### src/rtl/bbc_pkg.sv
package bbc_pkg;

  // Decoded live bits of the cycle condition register (bits 7:0)
  typedef struct packed {
    logic [1:0] mst;   // master select
    logic [1:0] kind;  // fetch / data access
    logic [1:0] dir;   // read / write
    logic [1:0] size;  // operand size, enables data compare
  } cond_t;

  typedef enum logic [1:0] {
    SZ_NONE = 2'b00,
    SZ_BYTE = 2'b01,
    SZ_WORD = 2'b10,
    SZ_LONG = 2'b11
  } size_e;

  localparam logic [1:0] SEL_VALUE = 2'd0;
  localparam logic [1:0] SEL_MASK  = 2'd1;
  localparam logic [1:0] SEL_COND  = 2'd2;

  localparam int COND_LIVE_W = 8;

  // Two-way select field: 00 skip, 01 first choice, 10 second, 11 either
  function automatic logic pick_ok(input logic [1:0] code,
                                   input logic first_hit);
    case (code)
      2'b01:   return first_hit;
      2'b10:   return !first_hit;
      default: return 1'b1;
    endcase
  endfunction

endpackage

### src/rtl/bbc_regs.sv
module bbc_regs
  import bbc_pkg::*;
#(
  parameter int DATA_W = 32,
  parameter int COND_W = 16
) (
  input  logic              clk,
  input  logic              rst,
  input  logic              wr,
  input  logic [1:0]        addr,
  input  logic [DATA_W-1:0] wdata,
  output logic [DATA_W-1:0] rdata,
  output logic [DATA_W-1:0] value_q,
  output logic [DATA_W-1:0] mask_q,
  output cond_t             cond_q
);

  localparam int PAD_W = DATA_W - COND_LIVE_W;

  always_ff @(posedge clk) begin
    if (rst) begin
      value_q <= '0;
      mask_q  <= '0;
      cond_q  <= '0;
    end else if (wr) begin
      case (addr)
        SEL_VALUE: value_q <= wdata;
        SEL_MASK:  mask_q  <= wdata;
        SEL_COND:  cond_q  <= cond_t'(wdata[COND_LIVE_W-1:0]);
        default:   ;
      endcase
    end
  end

  // Reserved condition bits and the unused slot read as zero
  always_comb begin
    case (addr)
      SEL_VALUE: rdata = value_q;
      SEL_MASK:  rdata = mask_q;
      SEL_COND:  rdata = {{PAD_W{1'b0}}, cond_q};
      default:   rdata = '0;
    endcase
  end

  if (COND_W < COND_LIVE_W || COND_W > DATA_W) begin : g_bad_cond_w
    initial $error("bbc_regs: COND_W out of range");
  end

endmodule

### src/rtl/bbc_lane_sel.sv
module bbc_lane_sel
  import bbc_pkg::*;
#(
  parameter int DATA_W = 32
) (
  input  logic [1:0]        size,
  input  logic              addr_odd,
  output logic [DATA_W-1:0] lane_en
);

  localparam int LANES = DATA_W / 8;

  for (genvar b = 0; b < LANES; b++) begin : g_lane
    logic on;
    always_comb begin
      case (size_e'(size))
        SZ_LONG: on = (b < 4);
        SZ_WORD: on = (b < 2);
        SZ_BYTE: on = (b == 1 && !addr_odd) || (b == 0 && addr_odd);
        default: on = 1'b0;
      endcase
    end
    assign lane_en[b*8 +: 8] = {8{on}};
  end

endmodule

### src/rtl/bbc_attr_match.sv
module bbc_attr_match
  import bbc_pkg::*;
(
  input  cond_t      cond,
  input  logic       is_dma,
  input  logic       is_fetch,
  input  logic       is_write,
  input  logic [1:0] beat_size,
  output logic       armed,
  output logic       attr_ok
);

  logic mst_ok, kind_ok, dir_ok, size_ok;

  always_comb begin
    case (cond.mst)
      2'b00:   mst_ok = 1'b0;
      2'b10:   mst_ok = is_dma;
      default: mst_ok = !is_dma;
    endcase
    kind_ok = pick_ok(cond.kind, is_fetch);
    dir_ok  = pick_ok(cond.dir, !is_write);
    size_ok = (cond.size == SZ_NONE) || (beat_size == cond.size);
  end

  assign armed   = (cond.mst != 2'b00);
  assign attr_ok = armed && mst_ok && kind_ok && dir_ok && size_ok;

endmodule

### src/rtl/bus_break_cmp.sv
module bus_break_cmp
  import bbc_pkg::*;
#(
  parameter int DATA_W = 32,
  parameter int COND_W = 16
) (
  input  logic              clk,
  input  logic              rst,
  input  logic              reg_wr,
  input  logic [1:0]        reg_addr,
  input  logic [DATA_W-1:0] reg_wdata,
  output logic [DATA_W-1:0] reg_rdata,
  input  logic              mon_valid,
  output logic              mon_ready,
  input  logic              mon_addr0,
  input  logic [DATA_W-1:0] mon_data,
  input  logic              mon_dma,
  input  logic              mon_fetch,
  input  logic              mon_write,
  input  logic [1:0]        mon_size,
  output logic              brk_req
);

  logic [DATA_W-1:0] value_q, mask_q, lane_en, diff;
  cond_t             cond_q;
  logic              armed, attr_ok, data_ok, hit;

  bbc_regs #(.DATA_W(DATA_W), .COND_W(COND_W)) u_regs (
    .clk    (clk),
    .rst    (rst),
    .wr     (reg_wr),
    .addr   (reg_addr),
    .wdata  (reg_wdata),
    .rdata  (reg_rdata),
    .value_q(value_q),
    .mask_q (mask_q),
    .cond_q (cond_q)
  );

  bbc_attr_match u_attr (
    .cond     (cond_q),
    .is_dma   (mon_dma),
    .is_fetch (mon_fetch),
    .is_write (mon_write),
    .beat_size(mon_size),
    .armed    (armed),
    .attr_ok  (attr_ok)
  );

  bbc_lane_sel #(.DATA_W(DATA_W)) u_lane (
    .size    (cond_q.size),
    .addr_odd(mon_addr0),
    .lane_en (lane_en)
  );

  // A mask bit of 1 drops that bit from the comparison
  assign diff      = (mon_data ^ value_q) & lane_en & ~mask_q;
  assign data_ok   = (diff == '0);
  assign mon_ready = !rst;
  assign hit       = mon_valid && mon_ready && armed && attr_ok && data_ok;

  always_ff @(posedge clk) begin
    if (rst) brk_req <= 1'b0;
    else     brk_req <= hit;
  end

endmodule

### config.mk
export PLATFORM = sky130hd
export DESIGN_NAME = bus_break_cmp
export DESIGN_NICKNAME = d
export VERILOG_FILES = /design/src/rtl/bbc_pkg.sv /design/src/rtl/bbc_regs.sv /design/src/rtl/bbc_lane_sel.sv /design/src/rtl/bbc_attr_match.sv /design/src/rtl/bus_break_cmp.sv
export SDC_FILE = /design/constraint.sdc
export NUM_CORES = 1
export LEC_CHECK = 0
export BUFFER_PORTS_ARGS = -buffer_cell sky130_fd_sc_hd__clkbuf_2
export CAP_MARGIN = 20
export CORE_ASPECT_RATIO = 2
export CORE_UTILIZATION = 25
export CTS_CLUSTER_DIAMETER = 120
export DETAILED_ROUTE_END_ITERATION = 12
export PLACE_DENSITY = 0.47
export SYNTH_ARGS = -nofsm -noshare
export SYNTH_HDL_FRONTEND = slang
export SYNTH_SLANG_ARGS = --single-unit
### constraint.sdc
create_clock -name clk -period 1.9 [get_ports clk]
set_input_delay 0.285 -clock clk [delete_from_list [all_inputs] [get_ports clk]]
set_output_delay 0.285 -clock clk [all_outputs]
set_load 0.01 [all_outputs]
# After elaboration in Yosys (flattened, before gate mapping)

Index checks and enable logic that the tools add are counted.

Multiplexer cells: 7
Reductions and logical operators: 23
Bitwise gates (word level): 4
Equal/unequal tests: 11

Operators by type and width:

| cell                                                 | number |
|---|---|
| case mux 32 bit (3 select lines)                     | 1 |
| AND 32 bit                                           | 2 |
| zero test 32 bit                                     | 1 |
| inverter 32 bit                                      | 1 |
| XOR 32 bit                                           | 1 |
| equality test 2 bit (second input constant)          | 6 |
| case mux 1 bit (2 select lines)                      | 5 |
| equality test 2 x 1 -> 1 bit (second input constant) | 4 |
| logical AND 1 bit                                    | 8 |
| zero test 2 bit                                      | 3 |
| AND reduction 2 bit                                  | 3 |
| zero test 1 bit                                      | 5 |
| equality test 2 bit                                  | 1 |
| nonzero test 2 bit                                   | 1 |
| OR reduction 2 bit                                   | 1 |
| logical OR 1 bit                                     | 1 |
| two-way mux 1 bit                                    | 1 |

Logic and storage cells: 52
Output and inout port bits: 34
Input bits: 76
Bits in registers: 73

# Longest topological paths before layout

Gate-level depths: netlist (run 1).

Word-level depth: 8
Mapped depth: 7
Gate-level depth less buffers: 7

# Modules after synthesis

A second synthesis (run 1) with hierarchy kept.

Cell total of the unflattened synthesis: 484
Area, all modules: 4581.9 um2

By module, submodules not included:

| module         | cells an instance | area each (um2) | seq. area each (um2) | times used |
|---|---|---|---|---|
| bbc_regs       | 347               | 3539.6          | 1441.4               | 1 |
| bus_break_cmp  | 80                | 624.3           | 20.0                 | 1 |
| bbc_lane_sel   | 36                | 265.3           | 0.0                  | 1 |
| bbc_attr_match | 21                | 152.6           | 0.0                  | 1 |

# Least setup slack after synthesis (run 1)

Ideal clock, no wire load.

Path kind: flip-flop to flip-flop
Start: register u_regs.cond_q[4] (netlist name)
End: register brk_req
Data required time: 1.827 ns
Path slack: 0.516 ns
Period minus slack after synthesis: 1.384 ns
Library setup time: 0.073 ns
Cell stages (with the launch flop): 7
Data arrival time: 1.311 ns
Buffers on the path: 0
Cell sequence: dfxtp_1 > inv_1 > ha_1 > a211oi_1 > a2111oi_1 > nand4_1 > nor3_2

Cells in the longest elaborated chain, start to end: 7
Elaborated cells on any way between the ends: 8
Those cells by class: eq/ne: 2; mux: 1; reduce/logical: 5

Ends and longest elaborated chain:

| item                                                                       | line                 | text |
|---|---|---|
| equality test 2 bit / equality test 2 x 1 -> 1 bit (equally long branches) | bbc_pkg.sv:27        | `case (code)` |
| case mux 1 bit (2 select lines) (*)                                        | bbc_pkg.sv:27        |  |
| logical AND 1 bit (*) (3 in a row)                                         | bbc_attr_match.sv:27 | `assign attr_ok = armed && mst_ok && kind_ok && dir_ok && size_ok;` |
| logical AND 1 bit (*) (2 in a row)                                         | bus_break_cmp.sv:60  | `assign hit = mon_valid && mon_ready && armed && attr_ok && data_ok;` |
| end signal: assignment                                                     | bus_break_cmp.sv:64  | `else brk_req <= hit;` |
| end: declaration                                                           | bus_break_cmp.sv:21  | `output logic brk_req` |

Mark *: on every way between the ends. The rest lies on a longest branch, timed or not.
A chain may end at the register's enable or synchronous reset.

# Final worst setup path (run 1)

Start: register u_regs.value_q[12]
End: register brk_req

Cells in the longest elaborated chain, start to end: 5

Ends and longest elaborated chain:

| item                     | line                | text |
|---|---|---|
| start: declaration       | bbc_regs.sv:13      | `output logic [DATA_W-1:0] value_q,` |
| start signal: assignment | bbc_regs.sv:27      | `SEL_VALUE: value_q <= wdata;` |
| XOR 32 bit               | bus_break_cmp.sv:57 | `assign diff = (mon_data ^ value_q) & lane_en & ~mask_q;` |
| AND 32 bit (2 in a row)  | bus_break_cmp.sv:57 |  |
| zero test 32 bit         | bus_break_cmp.sv:58 | `assign data_ok = (diff == '0);` |
| logical AND 1 bit        | bus_break_cmp.sv:60 |  |

Every way passes these cells.

==> results of run 1 <==
-- sequential cells by signal, summed over array words and instances, names as in the netlist --
signal and flops:
u_regs.mask_q 32, u_regs.value_q 32, u_regs.cond_q 8, brk_req 1
-- cells in the mapped netlist (2+ instances only) --
| cell | n | area share [%] |
|---|---|---|
| a211oi_1 | 2 | 0.41 |
| ha_1 | 4 | 1.4 |
| o22ai_1 | 17 | 2.9 |
| nor2_1 | 24 | 2.5 |
| dfxtp_1 | 73 | 40 |
| nor4_1 | 4 | 0.68 |
| a21oi_1 | 75 | 10 |
| buf_6 | 3 | 0.92 |
| o21ai_1 | 8 | 1.1 |
| mux2i_1 | 33 | 9.0 |
| nand2_1 | 147 | 15 |
| nand3_1 | 8 | 1.1 |
| nor2b_1 | 3 | 0.51 |
| xnor2_1 | 32 | 7.7 |
| inv_1 | 7 | 0.72 |
| buf_2 | 16 | 2.2 |
| clkbuf_1 | 14 | 1.4 |
-- worst max-delay path, delay by kind of cell, from the launching register on --
| family | cells | cell delay [ns] |
|---|---|---|
| buffers and inverters | 1 | 0.20 |
| AOI/OAI and AO/OA | 2 | 0.19 |
| DFF | 1 | 0.33 |
| xor gates and xnor gates | 1 | 0.23 |
| and+or+nand+nor | 2 | 0.64 |
-- through the flow --
| stage | hold WS (ns) | util, % |
|---|---|---|
| floorplan | 0.421 | - |
| global placement | 0.458 | 31.0 |
| detailed placement | 0.464 | 31.0 |
| CTS | 0.172 | 33.0 |
| global route | 0.184 | 33.0 |
| finish | 0.188 | 33.0 |
-- worst max-delay path by stage --
stage	end	slack, ns	cells after the start	from
after floorplan	brk_req$_SDFF_PP0_	0.52	6	u_regs.cond_q[4]$_SDFFE_PP0P_
after global placement	brk_req$_SDFF_PP0_	0.18	7	mon_data[28]
after detailed placement	brk_req$_SDFF_PP0_	0.18	7	mon_data[12]
after CTS	brk_req$_SDFF_PP0_	0.22	6	u_regs.value_q[12]$_SDFFE_PP0P_
after global routing	brk_req$_SDFF_PP0_	0.11	6	u_regs.value_q[11]$_SDFFE_PP0P_
final	brk_req$_SDFF_PP0_	0.24	6	u_regs.value_q[12]$_SDFFE_PP0P_
-- cell type report --
cell class / count / area, µm²
fillers: 1542 / 9620
well taps: 192 / 240
flip-flops and latches: 73 / 1460
inverters: 7 / 26.3
clock inverters: 6 / 60.1
multi-input cells: 367 / 2010
repair buffers: 126 / 711
clock buffers: 9 / 225
-- power by group --
part           internal, mW  switching, mW
clock network          1.00          0.638
logic                 0.212          0.263
registers              1.58         0.0476
-- cell families after synthesis --
group           Yosys count  share of synthesized area (%)
buf+inv                  40                           5.27
mux                      33                           9.03
fa+ha+maj                 4                           1.37
simple gates            193                           21.5
flops                    73                           39.9
compound gates          105                           15.3
xor+xnor                 32                           7.66
-- layer usage --
metal / part of all wire, % / wire [µm] / up-vias / global-route usage (%)
met4: 2.7 / 323 / 0 / 6.90
met1: 38 / 4520 / 1662 / 17.4
met3: 3.9 / 468 / 21 / 2.77
met5: 0 / 0 / - / 0
met2: 55 / 6620 / 103 / 30.3
li1: - / - / 1805 / -
==> flow_metrics.tcl, run 1 <==
set metrics [dict create \
    status "finished clean" \
    io_buffers 109 \
    post_synth_num_cell_types 27 \
    cap_violations 0 \
    final_cell_area_mm2 0.00474 \
    cts_root_buf "clkbuf_16" \
    post-route-min-period_ns 1.66 \
    final_common_cell "nand2_1" \
    relSlewSlack_pct 62.0 \
    cts_hold_buf 0 \
    cts_setup_buffers 0 \
    crit_path_cell_trace "xnor2_1, o22ai_1, nor4_1, buf_4, o22ai_1, nor3_2" \
    worstMarginPinSlew_ns 0.565 \
    path_max_fanout 3 \
    synthFlopType "dfxtp_1" \
    crit_path_start_kind "register" \
    die_area_mm2 0.0152 \
    post_drt_wl_per_cell_um 15.3 \
    slew_violations 0 \
    overflow 0 \
    grt_first_pass_wirelength_um 18500 \
    cp.arrival_ns 1.92 \
    place.gp.congestion 0.910 \
    rsz0062_at_grt "no" \
    detail_route.vias_per_cell 4.60 \
    cp_slowest_cell "nor4_1" \
    hold_viol 0 \
    synth-warning-count 0 \
    finClkSkew_ns 0.00456 \
    coreArea_mm2 0.0144 \
    critPathMostFrequentCell "o22ai_1" \
    dp.cells 765 \
    grt_start_max_net_pins 73 \
    finalSetupTns_ns 0 \
    reg2reg_depth 6 \
    antenna_found_initial 0 \
    hpwlAfterDp_um 9030 \
    synth_edf_count 0 \
    drc 0 \
    setup_violations 0 \
    drt_first_iter_violations 213 \
    antenna_left 0 \
    drt_wl_total_um 11900 \
    ys_ff_latch 73 \
    start_util_pct 25.5 \
    cp-end-kind "register" \
    whs_path_depth 3 \
    reg2reg_setup_slack_ns 0.24 \
    slowest_delay_ns 0.53 \
    areaGrowthSynthToFinish_pct 29.4 \
    max_clock_freq_mhz 604 \
    grt_pass1_vias 3594 \
    clockBufferDepth 2 \
    period_share_pct 87.2 \
    cts.sinks 73 \
    cts_max_level 3 \
    synth_area_per_cell_um2 7.62 \
    track_usage_pct 16.3 \
    vdd_ir_drop_max_v 0.000434 \
    syn_area_mm2 0.00366 \
    cts_buffers 9 \
    syn_inst 480 \
    pre_cts_ws_ns 0.185 \
    layout.cells.non_filler 780 \
    antennaDiodeCount 0 \
    reg2reg_from "u_regs.value_q[12]$_SDFFE_PP0P_" \
    crit_type "register to register" \
    syn-num-nets 560 \
    min-delay-path-class "input pin to register" \
    synthArstFlopShare_pct 0 \
    setup_ws_ns 0.244 \
    insertion_delay_ns 0.33 \
    holdCritStartpoint "reg_wdata[15]" \
    total_power_mw 3.74 \
    p_leak_nw 1.89 \
    power_density_mw_per_mm2 790 \
    dieHeight_um 173 \
    layout_common_cells "nand2_1 (147), clkbuf_2 (109), a21oi_1 (75)" \
    num_rows 62 \
    fin_nets 664 \
    r2r_end "brk_req$_SDFF_PP0_" \
    post_cts_resize_count 0 \
    cts_tree "built" \
    drive_above_1_share_pct 24.3 \
    num_vias 3591 \
    whs_endpoint "u_regs.mask_q[15]$_SDFFE_PP0P_" \
    seq_area_frac_synth_pct 39.9 \
    die-width_um 87.6 \
    drtPass1Iterations 4 \
    crit_required_ns 2.16 \
    placed_area_mm2 0.00445 \
    ios 110 \
    path_clk_slew_ns 0.06 \
]
Note: power is estimated with default switching activity, not from simulation.
==> run 2, diff against run 1 <==
Settings changed: RECOVER_POWER set to 100.
==> flow_metrics.tcl, run 2 (synthesized netlist as in run 1, its figures left out) <==
set metrics [dict create \
    status "finished clean" \
    reg2reg_from "u_regs.value_q[12]$_SDFFE_PP0P_" \
    cap_violations 0 \
    max_clock_freq_mhz 563 \
    cts_root_buf "clkbuf_16" \
    path_max_fanout 8 \
    fin_nets 664 \
    grt_first_pass_wirelength_um 18500 \
    seqCellArea_mm2 0.00146 \
    finClkSkew_ns 0.00435 \
    drive_above_1_share_pct 18.9 \
    cp.arrival_ns 1.49 \
    grt_pass1_vias 3594 \
    track_usage_pct 16.3 \
    p_leak_nw 1.78 \
    final_common_cell "nand2_1" \
    setup_violations 0 \
    finalSetupTns_ns 0 \
    areaGrowthSynthToFinish_pct 28.0 \
    die_area_mm2 0.0152 \
    reg2reg_setup_slack_ns 0.24 \
    hold_viol 0 \
    relSlewSlack_pct 34.8 \
    antenna_left 0 \
    r2r_end "brk_req$_SDFF_PP0_" \
    reg2reg_depth 6 \
    drtPass1Iterations 6 \
    holdCritStartpoint "reg_wdata[15]" \
    num_vias 3603 \
    io_buffers 109 \
    post-route-min-period_ns 1.77 \
    hpwlAfterDp_um 9030 \
    grt_start_max_net_pins 73 \
    post_cts_resize_count 0 \
    nFillCells 1560 \
    total_power_mw 3.74 \
    vdd_ir_drop_max_v 0.000433 \
    cts_max_level 3 \
    crit_type "input pin to primary output" \
    die-width_um 87.6 \
    period_share_pct 93.4 \
    slew_violations 0 \
    rsz0062_at_grt "no" \
    dieHeight_um 173 \
    clockBufferDepth 2 \
    place.gp.congestion 0.910 \
    antennaDiodeCount 0 \
    layout_common_cells "nand2_1 (147), clkbuf_2 (82), a21oi_1 (75)" \
    cts.sinks 73 \
    whs_path_depth 3 \
    crit_required_ns 1.62 \
    min-delay-path-class "input pin to register" \
    multi_input_area_mm2 0.00201 \
    worstMarginPinSlew_ns 0.978 \
    post_drt_wl_per_cell_um 15.3 \
    drt_wl_total_um 11900 \
    start_util_pct 25.5 \
    insertion_delay_ns 0.33 \
    coreArea_mm2 0.0144 \
    cp-end-kind "primary output" \
    path_clk_slew_ns 0.06 \
    cts_tree "built" \
    cts_hold_buf 0 \
    antenna_found_initial 0 \
    power_density_mw_per_mm2 798 \
    ios 110 \
    detail_route.vias_per_cell 4.62 \
    whs_endpoint "u_regs.mask_q[15]$_SDFFE_PP0P_" \
    drc 0 \
    drt_first_iter_violations 225 \
    overflow 0 \
    cts_setup_buffers 0 \
    largest_registers "u_regs.mask_q: 32 flops, u_regs.value_q: 32 flops, u_regs.cond_q: 8 flops" \
    num_rows 62 \
    cts_buffers 9 \
    crit_path_start_kind "input pin" \
]
## run 2: changes by cell type in the layout (fill, tap and decap cells not counted)
cell | previous run | this run
buf_4 | 14 | 9
clkbuf_2 | 109 | 82
clkbuf_1 | 0 | 32
## run 2: metal layers
| metal | track usage (%) | part of all wire [%] | wire length (µm) |
|---|---|---|---|
| met1 | 17.4 | 38 | 4520 |
| met2 | 30.3 | 56 | 6640 |
| met3 | 2.77 | 3.8 | 450 |
| met5 | 0 | 0 | 0 |
| met4 | 6.90 | 2.7 | 327 |
## run 2: metrics by stage
stage,std cells,instance area (µm²),utilization (%),worst slack (ns),hold WS [ns]
6_report,780,4680,32.6,0.125,0.188
4_1_cts,780,4740,33.0,0.217,0.172
3_3_place_gp,765,4450,31.0,0.179,0.458
2_1_floorplan,480,3660,-,0.516,0.421
3_5_place_dp,765,4450,31.0,0.185,0.464
5_1_grt,780,4680,32.6,0.0735,0.184
## run 2: worst max path at each step
stage	startpoint	end	slack, ns	depth (start not counted)
after floorplan	u_regs.cond_q[4]$_SDFFE_PP0P_	brk_req$_SDFF_PP0_	0.52	6
after global placement	mon_data[28]	brk_req$_SDFF_PP0_	0.18	7
after detailed placement	mon_data[12]	brk_req$_SDFF_PP0_	0.18	7
after CTS	u_regs.value_q[12]$_SDFFE_PP0P_	brk_req$_SDFF_PP0_	0.22	6
after global routing	reg_addr[0]	reg_rdata[4]	0.07	5
final	reg_addr[0]	reg_rdata[4]	0.13	5
## run 2: final cells by class
cell class,instances,share of cell area (%)
multi-input cells,367,43.0
repair buffers,126,14.1
flip-flops and latches,73,31.2
clock buffers,9,4.81
clock inverters,6,1.28
inverters,7,0.561
well taps,192,5.13
## run 2: where the power goes
group | total (mW) | internal [mW] | switching, mW
sequential | 1.63 | 1.58 | 0.0473
clock | 1.64 | 1.00 | 0.637
combinational | 0.469 | 0.205 | 0.264
## run 2: critical path, cell delays in order
cell,delay (ns)
clkbuf_1,0.34
clkbuf_2,0.36
mux2i_1,0.14
o21ai_1,0.19
clkbuf_1,0.18
